--- src/rtl/slot_sched_pkg.sv ---
package slot_sched_pkg;

   localparam int NTASK = 5;

   // grant bit positions
   localparam int IDX_CMD = 0;
   localparam int IDX_TX  = 1;
   localparam int IDX_SCI = 2;
   localparam int IDX_MAG = 3;
   localparam int IDX_ATT = 4;

   // a task owns slot s when (s mod period) == phase; period is a power of two
   localparam int TASK_PERIOD [NTASK] = '{32, 4, 2, 8, 64};
   localparam int TASK_PHASE  [NTASK] = '{ 6, 0, 1, 2, 14};

   function automatic bit is_pow2(input int v);
      return (v > 0) && ((v & (v - 1)) == 0);
   endfunction

   function automatic int owners_of(input int slot);
      int n;
      n = 0;
      for (int t = 0; t < NTASK; t++)
         if ((slot % TASK_PERIOD[t]) == TASK_PHASE[t]) n++;
      return n;
   endfunction

   function automatic bit table_clean(input int nslots);
      for (int s = 0; s < nslots; s++)
         if (owners_of(s) > 1) return 1'b0;
      return 1'b1;
   endfunction

   function automatic bit table_fits(input int nslots);
      for (int t = 0; t < NTASK; t++) begin
         if (!is_pow2(TASK_PERIOD[t]))      return 1'b0;
         if (TASK_PERIOD[t] > nslots)       return 1'b0;
         if (TASK_PHASE[t] >= TASK_PERIOD[t]) return 1'b0;
      end
      return 1'b1;
   endfunction

endpackage

--- src/rtl/sched_tick_gen.sv ---
module sched_tick_gen #(
   parameter int DIV = 48828
) (
   input  logic clk,
   input  logic rst_n,
   input  logic clear,
   output logic tick
);
   localparam int CW = (DIV > 1) ? $clog2(DIV) : 1;
   localparam logic [CW-1:0] LAST = CW'(DIV - 1);

   if (DIV < 2) begin : g_bad_div
      $error("sched_tick_gen: DIV must be at least 2");
   end

   logic [CW-1:0] cnt_q;

   always_ff @(posedge clk or negedge rst_n) begin
      if (!rst_n)            cnt_q <= '0;
      else if (clear)        cnt_q <= '0;
      else if (cnt_q == LAST) cnt_q <= '0;
      else                   cnt_q <= cnt_q + 1'b1;
   end

   assign tick = (cnt_q == LAST);
endmodule

--- src/rtl/sched_slot_counter.sv ---
module sched_slot_counter #(
   parameter int NSLOTS = 64
) (
   input  logic                      clk,
   input  logic                      rst_n,
   input  logic                      clear,
   input  logic                      tick,
   output logic [$clog2(NSLOTS)-1:0] next_slot
);
   localparam int SW = $clog2(NSLOTS);

   logic [SW-1:0] slot_q;

   // power-of-two NSLOTS wraps naturally
   always_ff @(posedge clk or negedge rst_n) begin
      if (!rst_n)     slot_q <= '0;
      else if (clear) slot_q <= '0;
      else if (tick)  slot_q <= slot_q + 1'b1;
   end

   assign next_slot = slot_q;
endmodule

--- src/rtl/sched_slot_decoder.sv ---
module sched_slot_decoder
   import slot_sched_pkg::*;
#(
   parameter int SLOT_W = 6
) (
   input  logic [SLOT_W-1:0] slot,
   output logic [NTASK-1:0]  owner
);
   for (genvar t = 0; t < NTASK; t++) begin : g_task
      localparam logic [SLOT_W-1:0] MASK  = SLOT_W'(TASK_PERIOD[t] - 1);
      localparam logic [SLOT_W-1:0] PHASE = SLOT_W'(TASK_PHASE[t]);
      assign owner[t] = ((slot & MASK) == PHASE);
   end
endmodule

--- src/rtl/slot_sched.sv ---
module slot_sched
   import slot_sched_pkg::*;
#(
   parameter int CLK_HZ   = 50_000_000,
   parameter int TICK_HZ  = 1024,
   parameter int FRAME_HZ = 16
) (
   input  logic             clk,
   input  logic             rst_n,
   input  logic             clear,
   output logic [NTASK-1:0] grant_o,
   output logic [5:0]       slot_o,
   output logic             frame_o
);
   localparam int NSLOTS   = TICK_HZ / FRAME_HZ;
   localparam int SLOT_W   = $clog2(NSLOTS);
   localparam int TICK_DIV = CLK_HZ / TICK_HZ;

   // elaboration checks
   if (!is_pow2(NSLOTS) || (NSLOTS * FRAME_HZ != TICK_HZ)) begin : g_bad_frame
      $error("slot_sched: tick rate must be a power-of-two multiple of frame rate");
   end
   if (SLOT_W != 6) begin : g_bad_width
      $error("slot_sched: slot output is sized for a 64-slot frame");
   end
   if (!table_fits(NSLOTS)) begin : g_bad_table
      $error("slot_sched: task period/phase table does not fit the frame");
   end
   if (!table_clean(NSLOTS)) begin : g_collide
      $error("slot_sched: two tasks share a slot");
   end

   logic              tick;
   logic [SLOT_W-1:0] next_slot;
   logic [NTASK-1:0]  owner;

   sched_tick_gen #(.DIV(TICK_DIV)) u_tick (
      .clk  (clk),
      .rst_n(rst_n),
      .clear(clear),
      .tick (tick)
   );

   sched_slot_counter #(.NSLOTS(NSLOTS)) u_cnt (
      .clk      (clk),
      .rst_n    (rst_n),
      .clear    (clear),
      .tick     (tick),
      .next_slot(next_slot)
   );

   sched_slot_decoder #(.SLOT_W(SLOT_W)) u_dec (
      .slot (next_slot),
      .owner(owner)
   );

   // one output flop per task grant
   for (genvar t = 0; t < NTASK; t++) begin : g_grant
      always_ff @(posedge clk or negedge rst_n) begin
         if (!rst_n)     grant_o[t] <= 1'b0;
         else if (clear) grant_o[t] <= 1'b0;
         else            grant_o[t] <= tick & owner[t];
      end
   end

   always_ff @(posedge clk or negedge rst_n) begin
      if (!rst_n) begin
         slot_o  <= '0;
         frame_o <= 1'b0;
      end else if (clear) begin
         slot_o  <= '0;
         frame_o <= 1'b0;
      end else begin
         frame_o <= tick && (next_slot == '0);
         if (tick) slot_o <= next_slot;
      end
   end
endmodule

--- config.mk ---
export PLATFORM = sky130hd
export DESIGN_NAME = slot_sched
export DESIGN_NICKNAME = d
export VERILOG_FILES = /design/src/rtl/slot_sched_pkg.sv /design/src/rtl/sched_tick_gen.sv /design/src/rtl/sched_slot_counter.sv /design/src/rtl/sched_slot_decoder.sv /design/src/rtl/slot_sched.sv
export SDC_FILE = /design/constraint.sdc
export NUM_CORES = 1
export LEC_CHECK = 0
export BUFFER_PORTS_ARGS = -buffer_cell sky130_fd_sc_hd__clkbuf_2
export CORE_ASPECT_RATIO = 1.5
export CORE_MARGIN = 2
export CORE_UTILIZATION = 35
export DETAILED_ROUTE_END_ITERATION = 10
export PLACE_DENSITY_LB_ADDON = 0.08
export SYNTH_ARGS = -nofsm -noshare
export SYNTH_HDL_FRONTEND = slang
export SYNTH_HIERARCHICAL = 1
export SYNTH_SLANG_ARGS = --single-unit
--- constraint.sdc ---
create_clock -name clk -period 3 [get_ports clk]
set_input_delay 0.6 -clock clk [delete_from_list [all_inputs] [get_ports clk]]
set_output_delay 0.6 -clock clk [all_outputs]
set_load 0.005 [all_outputs]
# Word-level counts from Yosys, hierarchy flattened
# Index checks and enable logic that the tools add are counted.
# classes
muxes	12
n_bitwise	5
n_addsub	2
eq_ne	4
reduce_logical	4
# op_table
op	n
$mux W16	2
$mux W6	4
$add A16 B1 Y16 const B	1
$eq A16 B16 Y1 const B	1
$logic_not A6 Y1	2
$add A6 B1 Y6 const B	1
$eq A6 B4 Y1 const B	1
$mux W1	6
$and A1 B1 Y1	5
$eq A5 B3 Y1 const B	1
$eq A3 B2 Y1 const B	1
$reduce_bool A2 Y1	1
$logic_and A1 B1 Y1	1
# totals
elab_cells	36
regBits	34
out_inout_bits	12

# Logic depth before layout (Yosys ltp)
# Gate-level depths: netlist (run 1).
# depth
depth_word	3
depth_mapped	7
ltp_nobuf	7

# Cells and area by module
# The synthesis (run 1) kept the hierarchy.
# modules_own_cells
module	area_per_inst_um2	instances	seq_area_each_um2	cells_each
sched_tick_gen	799.5	1	400.4	80
slot_sched	461.7	1	300.3	34
sched_slot_counter	269.0	1	150.1	24
sched_slot_decoder	46.3	1	0.0	6

# Worst setup path before layout (run 1)
# OpenSTA, ideal clock, no wires.
# synth_timing
path_kind	reg2reg
start	register u_tick.cnt_q[0]
end	register u_cnt.slot_q[5] (netlist: u_cnt/next_slot[5])
t_required_ps	2923
stages_incl_launch_ff	8
path_buffers	0
arrival_time_ps	2208
synth_period_minus_slack_ps	2285
slack_ps	715
path_cell_list	dfrtp_1 ha_1 or4b_1 nor4_2 and3_1 nand4_2 or3_1 a21oi_1
# synth_via
elab_chain_len	2
# synth_rtl
item	line	rtl
start, declared	sched_tick_gen.sv:16	logic [CW-1:0] cnt_q;
start signal, assigned	sched_tick_gen.sv:22	else cnt_q <= cnt_q + 1'b1;
$eq A16 B16 Y1	sched_tick_gen.sv:25	assign tick = (cnt_q == LAST);
net tick	slot_sched.sv:33	logic tick;
$reduce_bool A2 Y1 (no line)	-	
end signal, assigned	sched_slot_counter.sv:18	else if (tick) slot_q <= slot_q + 1'b1;
end, declared	sched_slot_counter.sv:12	logic [SW-1:0] slot_q;
# The timed path passes the listed nets, and every way through them passes these cells.
# A chain may end at the register's enable or synchronous reset.

# Final worst setup path (run 1)
# Ends and elaborated chain as after synthesis.

==> flow_metrics.tcl, run 1 <==
set metrics [dict create \
    cp.arrival_ns 2.49 \
    grt_pass1_vias 1132 \
    postCtsSetupBuffers 0 \
    endpoint_kind "flop" \
    dpl-instance-area_mm2 0.00169 \
    cts_hold_buf 0 \
    nets 168 \
    setup_viol 0 \
    yosys.area.top_type_share_pct 54.0 \
    post-route-drc-count 1 \
    final_area_mm2 0.00178 \
    drv_slew 0 \
    post_synth_main_area_contributors "dfrtp_1, nor2_1, xnor2_1, mux2i_1, xor2_1" \
    die_area_mm2 0.00507 \
    ant_nets 0 \
    path_clk_slew_ns 0.07 \
    period_share_pct 76.1 \
    clock_sinks 34 \
    outcome "finished, violations left" \
    cts_buffer_depth 2 \
    rr_worst_depth 7 \
    drv_cap 0 \
    synth.most_common_cell "dfrtp_1" \
    critPathMaxStageDelay_ns 0.46 \
    timing.hold.ws_ns 0.408 \
    fin_total_pwr_mw 0.831 \
    cts-root-buf "clkbuf_8" \
    skew_ns 0.00300 \
    firstDrtPassIters 7 \
    cts-resized-gates 0 \
    path_class "reg -> reg" \
    grt_overflow 0 \
    violations "design-rule violations" \
    tns_ns 0 \
    hp-class "in -> async" \
    peakVddDrop_mv 0.185 \
    first_iter_violations 46 \
    yosysSeqAreaShare_pct 54.0 \
    routed_wl_um 3000 \
    rsz0062_at_grt "false" \
    reg2reg_slack_ns 0.72 \
    startpoint_type "flop" \
    synth_seq_cells 34 \
    rr_endpoint "u_cnt/next_slot[5]" \
    dr_total_vias 1071 \
    wl_per_cell_um 14.3 \
    hpwl_um 2150 \
    start_util_pct 36.8 \
    tritoncts "built" \
    synth_flop_cell "dfrtp_1" \
    syn2layout_area_growth_pct 12.7 \
    die_x_um 58.8 \
    leakage_nw 0.771 \
    die_y_um 86.2 \
    insertion_delay_ns 0.28 \
    cp_top_family "simple AND/OR/NAND/NOR gates" \
    io_pins 15 \
    worst_pin_slew_ns 0.841 \
    layout-drive-gt1-share_pct 21.3 \
    rows 29 \
    path_max_fanout 5 \
    slowest_stage "or4b_1" \
    p_per_area_mw_per_mm2 467 \
    ys_warn_count 6 \
    grt_pass1_wl_um 5290 \
    ctsHtreeMaxLevel 2 \
    grt_max_degree 35 \
    synth-edff-count 0 \
    antenna_found_initial 0 \
    synthArstFlopShare_pct 100 \
    cp.buffers_inverters 0 \
    nFillCells 432 \
    r2r_start "u_tick/cnt_q[0]" \
    synthTopCellsByCount "dfrtp_1, nor2_1, xnor2_1" \
    period_needed_ns 2.28 \
    core_area_mm2 0.00428 \
    routed_via_density 5.10 \
    yosys.area.top_type "dfrtp_1" \
    synth_nets 149 \
    synth_cell_type_count 30 \
    synth_cells 144 \
    gp_congestion 0.714 \
    n_antenna_cell 0 \
    syn_area_per_cell_um2 10.9 \
    port_buffers 14 \
    cts-buffers-inserted 5 \
    crit_path_cell_trace "ha_1, or4b_1, nor4_2, and3_1, nand4_2, or3_1, a21oi_1" \
    max_freq_ghz 0.438 \
    relSlewSlack_pct 43.9 \
    hold_violations 0 \
    grt_usage_pct 14.0 \
    syn_area_mm2 0.00158 \
    critical_path_required_ns 3.20 \
]
cell families (layout without fill, tap and decap cells):
family / count (synthesis) / after routing / share of synthesized area [%]
mux: 7 / 7 / 4.44
flops: 34 / 34 / 54.0
xor+xnor: 17 / 17 / 9.44
buf+inv: 7 / 27 / 2.62
compound gates: 5 / 5 / 2.06
simple gates: 72 / 72 / 25.9
fa+ha+maj: 2 / 2 / 1.59
report_power, final:
group          switching [mW]  internal, mW
Clock                   0.157         0.185
Combinational          0.0185       0.00514
Sequential            0.00291         0.462
Total                   0.179         0.652
through the flow:
stage                     instances  setup WS, ns  util, %
after floorplan                 144         0.715        -
after global placement          202         0.781     39.4
after detailed placement        202         0.719     39.4
after CTS                       210         0.701     41.5
after global routing            210         0.581     41.5
final                           210         0.717     41.5
cell type report:
class / count / area, um^2 / area share [%]
flip-flops and latches: 34 / 851 / 47.9
multi-input cells: 103 / 684 / 38.5
clock buffers: 7 / 86.3 / 4.86
repair buffers: 15 / 77.6 / 4.37
well taps: 46 / 57.6 / 3.24
inverters: 4 / 15.0 / 0.845
clock inverters: 1 / 5.00 / 0.282
sequential cells by signal (all words and copies together), names as in the netlist:
name,cells
u_tick/cnt_q,16
slot_o,6
u_cnt/next_slot,6
grant_o,5
frame_o,1
worst max path at each step:
| stage | from | endpoint | slack (ns) | cells past startpoint |
|---|---|---|---|---|
| floorplan | u_tick/cnt_q[0] | u_cnt/next_slot[5] | 0.71 | 7 |
| global placement | u_tick/cnt_q[0] | u_cnt/next_slot[5] | 0.78 | 7 |
| detailed placement | u_tick/cnt_q[0] | u_cnt/next_slot[5] | 0.72 | 7 |
| CTS | u_tick/cnt_q[0] | u_cnt/next_slot[5] | 0.70 | 7 |
| global route | u_tick/cnt_q[0] | u_cnt/next_slot[5] | 0.58 | 7 |
| finish | u_tick/cnt_q[0] | u_cnt/next_slot[5] | 0.72 | 7 |
cells in the final DEF (no fill, tap or decap), drive strengths merged:
cell | netlist | layout
or3 | 2 | 2
clkbuf | 0 | 21
nor2b | 1 | 1
o21ai | 2 | 2
and3 | 2 | 2
buf | 3 | 1
nand4bb | 1 | 1
and2 | 5 | 5
or4b | 1 | 1
or4 | 1 | 1
xnor2 | 11 | 11
nor4 | 7 | 7
dfrtp | 34 | 34
mux2i | 7 | 7
nand4 | 5 | 5
nor3 | 2 | 2
inv | 4 | 4
a31o | 1 | 1
a21oi | 2 | 2
clkinv | 0 | 1
nand3 | 6 | 6
nor3b | 2 | 2
ha | 2 | 2
nor2 | 32 | 32
nand2 | 5 | 5
xor2 | 6 | 6
per-layer routing:
layer	vias up	track usage, %	part of all wire [%]
met1	523	14.9	39
met2	17	24.8	56
met3	6	4.18	3.0
li1	525	-	-
met5	-	0	0
met4	0	6.20	2.0
No activity file was read; power rests on OpenSTA's default activity.
==> run 2: changes to the inputs <==
--- a/config.mk
+++ b/config.mk
@@ -5,6 +5,7 @@
 export SDC_FILE = /design/constraint.sdc
 export NUM_CORES = 1
 export LEC_CHECK = 0
+export ABC_AREA = 1
 export BUFFER_PORTS_ARGS = -buffer_cell sky130_fd_sc_hd__clkbuf_2
 export CORE_ASPECT_RATIO = 1.5
 export CORE_MARGIN = 2
==> constraint.sdc (replaced) <==
create_clock -name clk -period 2 [get_ports clk]
set_input_delay 0.4 -clock clk [delete_from_list [all_inputs] [get_ports clk]]
set_output_delay 0.4 -clock clk [all_outputs]
set_load 0.005 [all_outputs]
==> flow_metrics.tcl, run 2 <==
set metrics [dict create \
    ys_warn_count 6 \
    rr_endpoint "u_cnt/next_slot[3]" \
    endpoint_kind "flop" \
    synthTopCellsByCount "nand2_1, nor2_1, dfrtp_1" \
    rr_worst_depth 11 \
    path_class "reg -> reg" \
    r2r_start "u_tick/cnt_q[0]" \
    routed_via_density 4.53 \
    syn_area_per_cell_um2 7.89 \
    grt_pass1_wl_um 6460 \
    hp-class "in -> async" \
    synthArstFlopShare_pct 100 \
    antenna_found_initial 0 \
    path_max_fanout 12 \
    syn2layout_area_growth_pct 14.0 \
    cts_buffer_depth 2 \
    cts-root-buf "clkbuf_8" \
    synth_cells 217 \
    core_area_mm2 0.00477 \
    die_area_mm2 0.00548 \
    insertion_delay_ns 0.28 \
    drv_slew 0 \
    gp_congestion 0.883 \
    synth_seq_cells 34 \
    max_flop_register "u_tick/cnt_q" \
    die_y_um 89.7 \
    nets 244 \
    port_buffers 14 \
    p_per_area_mw_per_mm2 629 \
    yosys.area.top_type_share_pct 49.7 \
    cts_hold_buf 0 \
    outcome "finished, final reports clean" \
    leakage_nw 0.918 \
    first_iter_violations 33 \
    rows 31 \
    yosysSeqAreaShare_pct 49.7 \
    synth-edff-count 0 \
    peakVddDrop_mv 0.328 \
    largest_reg_flops 16 \
    wl_per_cell_um 12.2 \
    dr_total_vias 1382 \
    final_common_cell "nand2_1" \
    n_antenna_cell 0 \
    period_share_pct 79.1 \
    grt_max_degree 35 \
    start_util_pct 35.9 \
    syn_area_mm2 0.00171 \
    period_needed_ns 1.58 \
    max_freq_ghz 0.632 \
    startpoint_type "flop" \
    relSlewSlack_pct 70.1 \
    hold_violations 0 \
    synth_nets 222 \
    synth_flop_cell "dfrtp_1" \
    post_synth_main_area_contributors "dfrtp_1, nand2_1, nor2_1, nor2_4, inv_1" \
    io_pins 15 \
    most-common-layout-cells "nand2_1, nor2_1, dfrtp_1" \
    setup_viol 0 \
    fin_total_pwr_mw 1.23 \
    routed_wl_um 3710 \
    yosys.area.top_type "dfrtp_1" \
    rsz0062_at_grt "false" \
    synth.most_common_cell "nand2_1" \
    reg2reg_slack_ns 0.42 \
    postCtsSetupBuffers 0 \
    cts-buffers-inserted 5 \
    cts-resized-gates 0 \
    ctsHtreeMaxLevel 2 \
    hpwl_um 2640 \
    critical_path_required_ns 2.18 \
    die_x_um 61.1 \
    tns_ns 0 \
    firstDrtPassIters 4 \
    tritoncts "built" \
    layout-drive-gt1-share_pct 18.4 \
    ant_nets 0 \
    post-route-util_pct 40.9 \
    post-route-drc-count 0 \
    skew_ns 0.00331 \
    grt_overflow 0 \
    path_clk_slew_ns 0.07 \
    synth_cell_type_count 22 \
    drv_cap 0 \
    clock_sinks 34 \
    grt_usage_pct 16.1 \
    worst_pin_slew_ns 0.448 \
    cp.arrival_ns 1.76 \
    grt_pass1_vias 1435 \
]
-- run 2: worst max-delay path by stage --
stage                    startpoint            endpoint  depth (start not counted)
global route        u_tick/cnt_q[0]           slot_o[5]                         10
floorplan           u_tick/cnt_q[0]  u_cnt/next_slot[5]                         10
global placement    u_tick/cnt_q[0]  u_cnt/next_slot[5]                         11
detailed placement  u_tick/cnt_q[0]  u_cnt/next_slot[3]                         11
finish              u_tick/cnt_q[0]  u_cnt/next_slot[3]                         11
CTS                 u_tick/cnt_q[0]  u_cnt/next_slot[3]                         11
-- run 2: cell type report --
type / count / area (um^2)
clock inverter: 2 / 10.0
tap: 66 / 82.6
clock buffer: 5 / 68.8
timing repair buffer: 16 / 85.1
inverter: 21 / 81.3
sequential: 34 / 851
multi-input combinational: 161 / 773
fill: 508 / 2820
-- run 2: where the power goes --
| part | internal [mW] | switching [mW] |
|---|---|---|
| sequential | 0.692 | 0.00473 |
| clock | 0.233 | 0.247 |
| combinational | 0.0132 | 0.0381 |
-- run 2: metrics by stage --
stage          cells  setup WS (ns)  hold slack (ns)  cell area [um^2]
3_5_place_dp     298          0.431            0.465              1870
4_1_cts          305          0.406            0.160              1950
2_1_floorplan    217          0.388            0.104              1710
6_report         305          0.418            0.142              1950
5_1_grt          305          0.243            0.182              1950
3_3_place_gp     298          0.452            0.461              1870
-- run 2: layer usage --
metal  GRT usage (%)  vias to the layer above  wire [um]
met5               0                        -          0
met4            8.70                        0        119
met3            3.58                       12        101
met2            28.3                       20       1900
met1            17.5                      639       1590
li1                -                      711          -
-- run 2: logic make-up (layout without fill, tap and decap cells) --
family / Yosys count / after routing / share of synthesized area [%]
AO/OA/AOI/OAI: 9 / 9 / 3.07
flip-flops: 34 / 34 / 49.7
buffers and inverters: 22 / 44 / 5.19
AND/OR/NAND/NOR: 143 / 143 / 37.0
XOR/XNOR: 7 / 7 / 3.58
adder cells (fa/ha/maj): 2 / 2 / 1.46
-- run 2: critical path: stages, from the launching register on --
cell and delay (ns):
dfrtp_1 0.39, ha_1 0.22, inv_1 0.05, nor2_1 0.09, nand2_1 0.06, nor2_2 0.10
buf_4 0.22, nor2_4 0.06, inv_2 0.10, nand3_1 0.07, nand2_1 0.07, nor2_1 0.04
==> run 3: changes to the inputs <==
--- a/config.mk
+++ b/config.mk
@@ -5,7 +5,7 @@
 export SDC_FILE = /design/constraint.sdc
 export NUM_CORES = 1
 export LEC_CHECK = 0
-export ABC_AREA = 1
+export ABC_AREA = 0
 export BUFFER_PORTS_ARGS = -buffer_cell sky130_fd_sc_hd__clkbuf_2
 export CORE_ASPECT_RATIO = 1.5
 export CORE_MARGIN = 2
==> constraint.sdc (replaced) <==
create_clock -name clk -period 1.4 [get_ports clk]
set_input_delay 0.28 -clock clk [delete_from_list [all_inputs] [get_ports clk]]
set_output_delay 0.28 -clock clk [all_outputs]
set_load 0.005 [all_outputs]
==> flow_metrics.tcl, run 3 (synthesized netlist as in run 1, its figures left out) <==
set metrics [dict create \
    io_pins 15 \
    grt_pass1_wl_um 5820 \
    endpoint_kind "flop" \
    reg2reg_slack_ns -0.62 \
    drv_cap 0 \
    nFillCells 399 \
    use_met3_pct 3.28 \
    peakVddDrop_mv 0.862 \
    tritoncts "built" \
    period_needed_ns 2.02 \
    pwr-share-seq_pct 54.4 \
    final_area_mm2 0.00210 \
    routed_wl_um 3380 \
    outcome "finished, violations left" \
    period_share_pct 144 \
    final_common_cell "dfrtp_1" \
    dr_total_vias 1193 \
    path_clk_slew_ns 0.07 \
    hpwl_um 2370 \
    port_buffers 14 \
    tns_ns -14.92 \
    max_flop_register "u_tick/cnt_q" \
    p_int_mw 1.43 \
    worst_pin_slew_ns 0.444 \
    n_antenna_cell 0 \
    skew_ns 0.00355 \
    wl_per_cell_um 14.0 \
    slowest_stage "or4b_4" \
    start_util_pct 36.8 \
    most-common-layout-cells "dfrtp_1, buf_4, nor2_1" \
    multi_input_area_um2 747 \
    layout-drive-gt1-share_pct 40.0 \
    ctsHtreeMaxLevel 2 \
    p_switching_mw 0.405 \
    critPathMaxStageDelay_ns 0.46 \
    path_max_fanout 3 \
    die_x_um 58.8 \
    routed_via_density 4.95 \
    crit_path_cell_trace "ha_4, or4b_4, nor4_4, and3_4, nand4_4, or3_1, a21oi_2" \
    insertion_delay_ns 0.28 \
    nets 199 \
    cts_buffer_depth 2 \
    fin_ws_ns -0.621 \
    setup_viol 34 \
    ant_nets 0 \
    cp_top_family "simple AND/OR/NAND/NOR gates" \
    seqCellArea_um2 851 \
    met1_usage_pct 15.9 \
    cts-buffers-inserted 5 \
    post-route-drc-count 4 \
    critical_path_required_ns 1.62 \
    relSlewSlack_pct 70.4 \
    rows 29 \
    hold_violations 0 \
    rsz0062_at_grt "true" \
    pwr-share-comb_pct 5.1 \
    gp_congestion 0.744 \
    grt_usage_pct 15.3 \
    worstSetupPathDepth 7 \
    clock_sinks 34 \
    die_y_um 86.2 \
    path_class "reg -> reg" \
    swShare_pct 22.1 \
    violations "design-rule violations, negative setup slack" \
    core_area_mm2 0.00428 \
    first_iter_violations 21 \
    leakage_nw 0.927 \
    dpl-instance-area_mm2 0.00192 \
    syn2layout_area_growth_pct 33.2 \
    die_area_mm2 0.00507 \
    pwr-share-clk_pct 40.5 \
    startpoint_type "flop" \
    cts-root-buf "clkbuf_8" \
    max_freq_ghz 0.495 \
    largest_reg_flops 16 \
    met2_usage_pct 28.3 \
    p_per_area_mw_per_mm2 872 \
    cp.buffers_inverters 0 \
    drv_slew 0 \
    post-route-util_pct 49.0 \
    grt_overflow 0 \
    cp.arrival_ns 2.24 \
    antenna_found_initial 0 \
    rr_worst_depth 7 \
    fin_total_pwr_mw 1.83 \
    grt_pass1_vias 1269 \
    layout.cells.non_filler 241 \
    grt_max_degree 35 \
    cts_hold_buf 0 \
    hp-class "in -> async" \
    gr-max-usage-layer "met2" \
    placedCellCount 228 \
    firstDrtPassIters 7 \
]
[run 3: cell count changes in the layout (fill, tap and decap cells not counted), sizes merged, moves of 3 or more]
cell   previous run  this run
inv              21         4
mux2i             0         7
nand3             9         6
nor4              0         7
buf               2        32
xnor2             2        11
nand2            71         5
nor2             57        32
and2              0         5
[run 3: power groups by stage]
stage	registers (mW)	clock network (mW)	logic [mW]
after floorplan	1.02	0	0.0261
after global placement	1.01	0	0.0747
after detailed placement	1.01	0	0.0770
after CTS	0.995	0.776	0.0922
after global routing	0.996	0.815	0.106
final	0.996	0.741	0.0940
[run 3: final cells by class]
class | count | share of cell area, %
Sequential cell | 34 | 40.5
Clock buffer | 7 | 4.11
Inverter | 4 | 0.715
Clock inverter | 1 | 0.238
Multi-Input combinational cell | 103 | 35.6
Timing Repair Buffer | 46 | 16.1
Tap cell | 46 | 2.74
[run 3: final timing paths]
| path | from | to |
|---|---|---|
| min | rst_n | u_cnt/next_slot[0] |
| min in group clk | clear | u_cnt/next_slot[0] |
| max reg2reg | u_tick/cnt_q[1] | u_cnt/next_slot[5] |
| min reg2reg | slot_o[1] | slot_o[1] |
| max | u_tick/cnt_q[1] | u_cnt/next_slot[5] |
| max in group asynchronous | rst_n | u_tick/cnt_q[2] |
[run 3: through the flow]
step,hold WS [ns],setup WS [ns]
final,0.0252,-0.621
after global routing,0.0428,-0.725
after CTS,0.0373,-0.609
after detailed placement,0.343,-0.641
after global placement,0.331,-0.595
after floorplan,-0.0156,-0.606
[run 3: repair_timing]
item	4_1_cts	5_1_grt
hold endpoints to repair	0	0
endpoints found under the setup margin	34	34
resized for setup	15	1
cloned	1	0
setup buffers	2	2
pin swaps	2	1
[run 3: worst register-to-register path, stage by stage (launching register included)]
cell and delay, ns:
dfrtp_1 0.39, ha_4 0.15, or4b_4 0.46, nor4_4 0.16, and3_4 0.26, nand4_4 0.08, or3_1 0.34, a21oi_2 0.12
[run 3: metal layers]
metal | vias up | wire length, um
met4 | 0 | 61
met2 | 17 | 1940
met1 | 584 | 1300
met5 | - | 0
met3 | 5 | 85
li1 | 587 | -
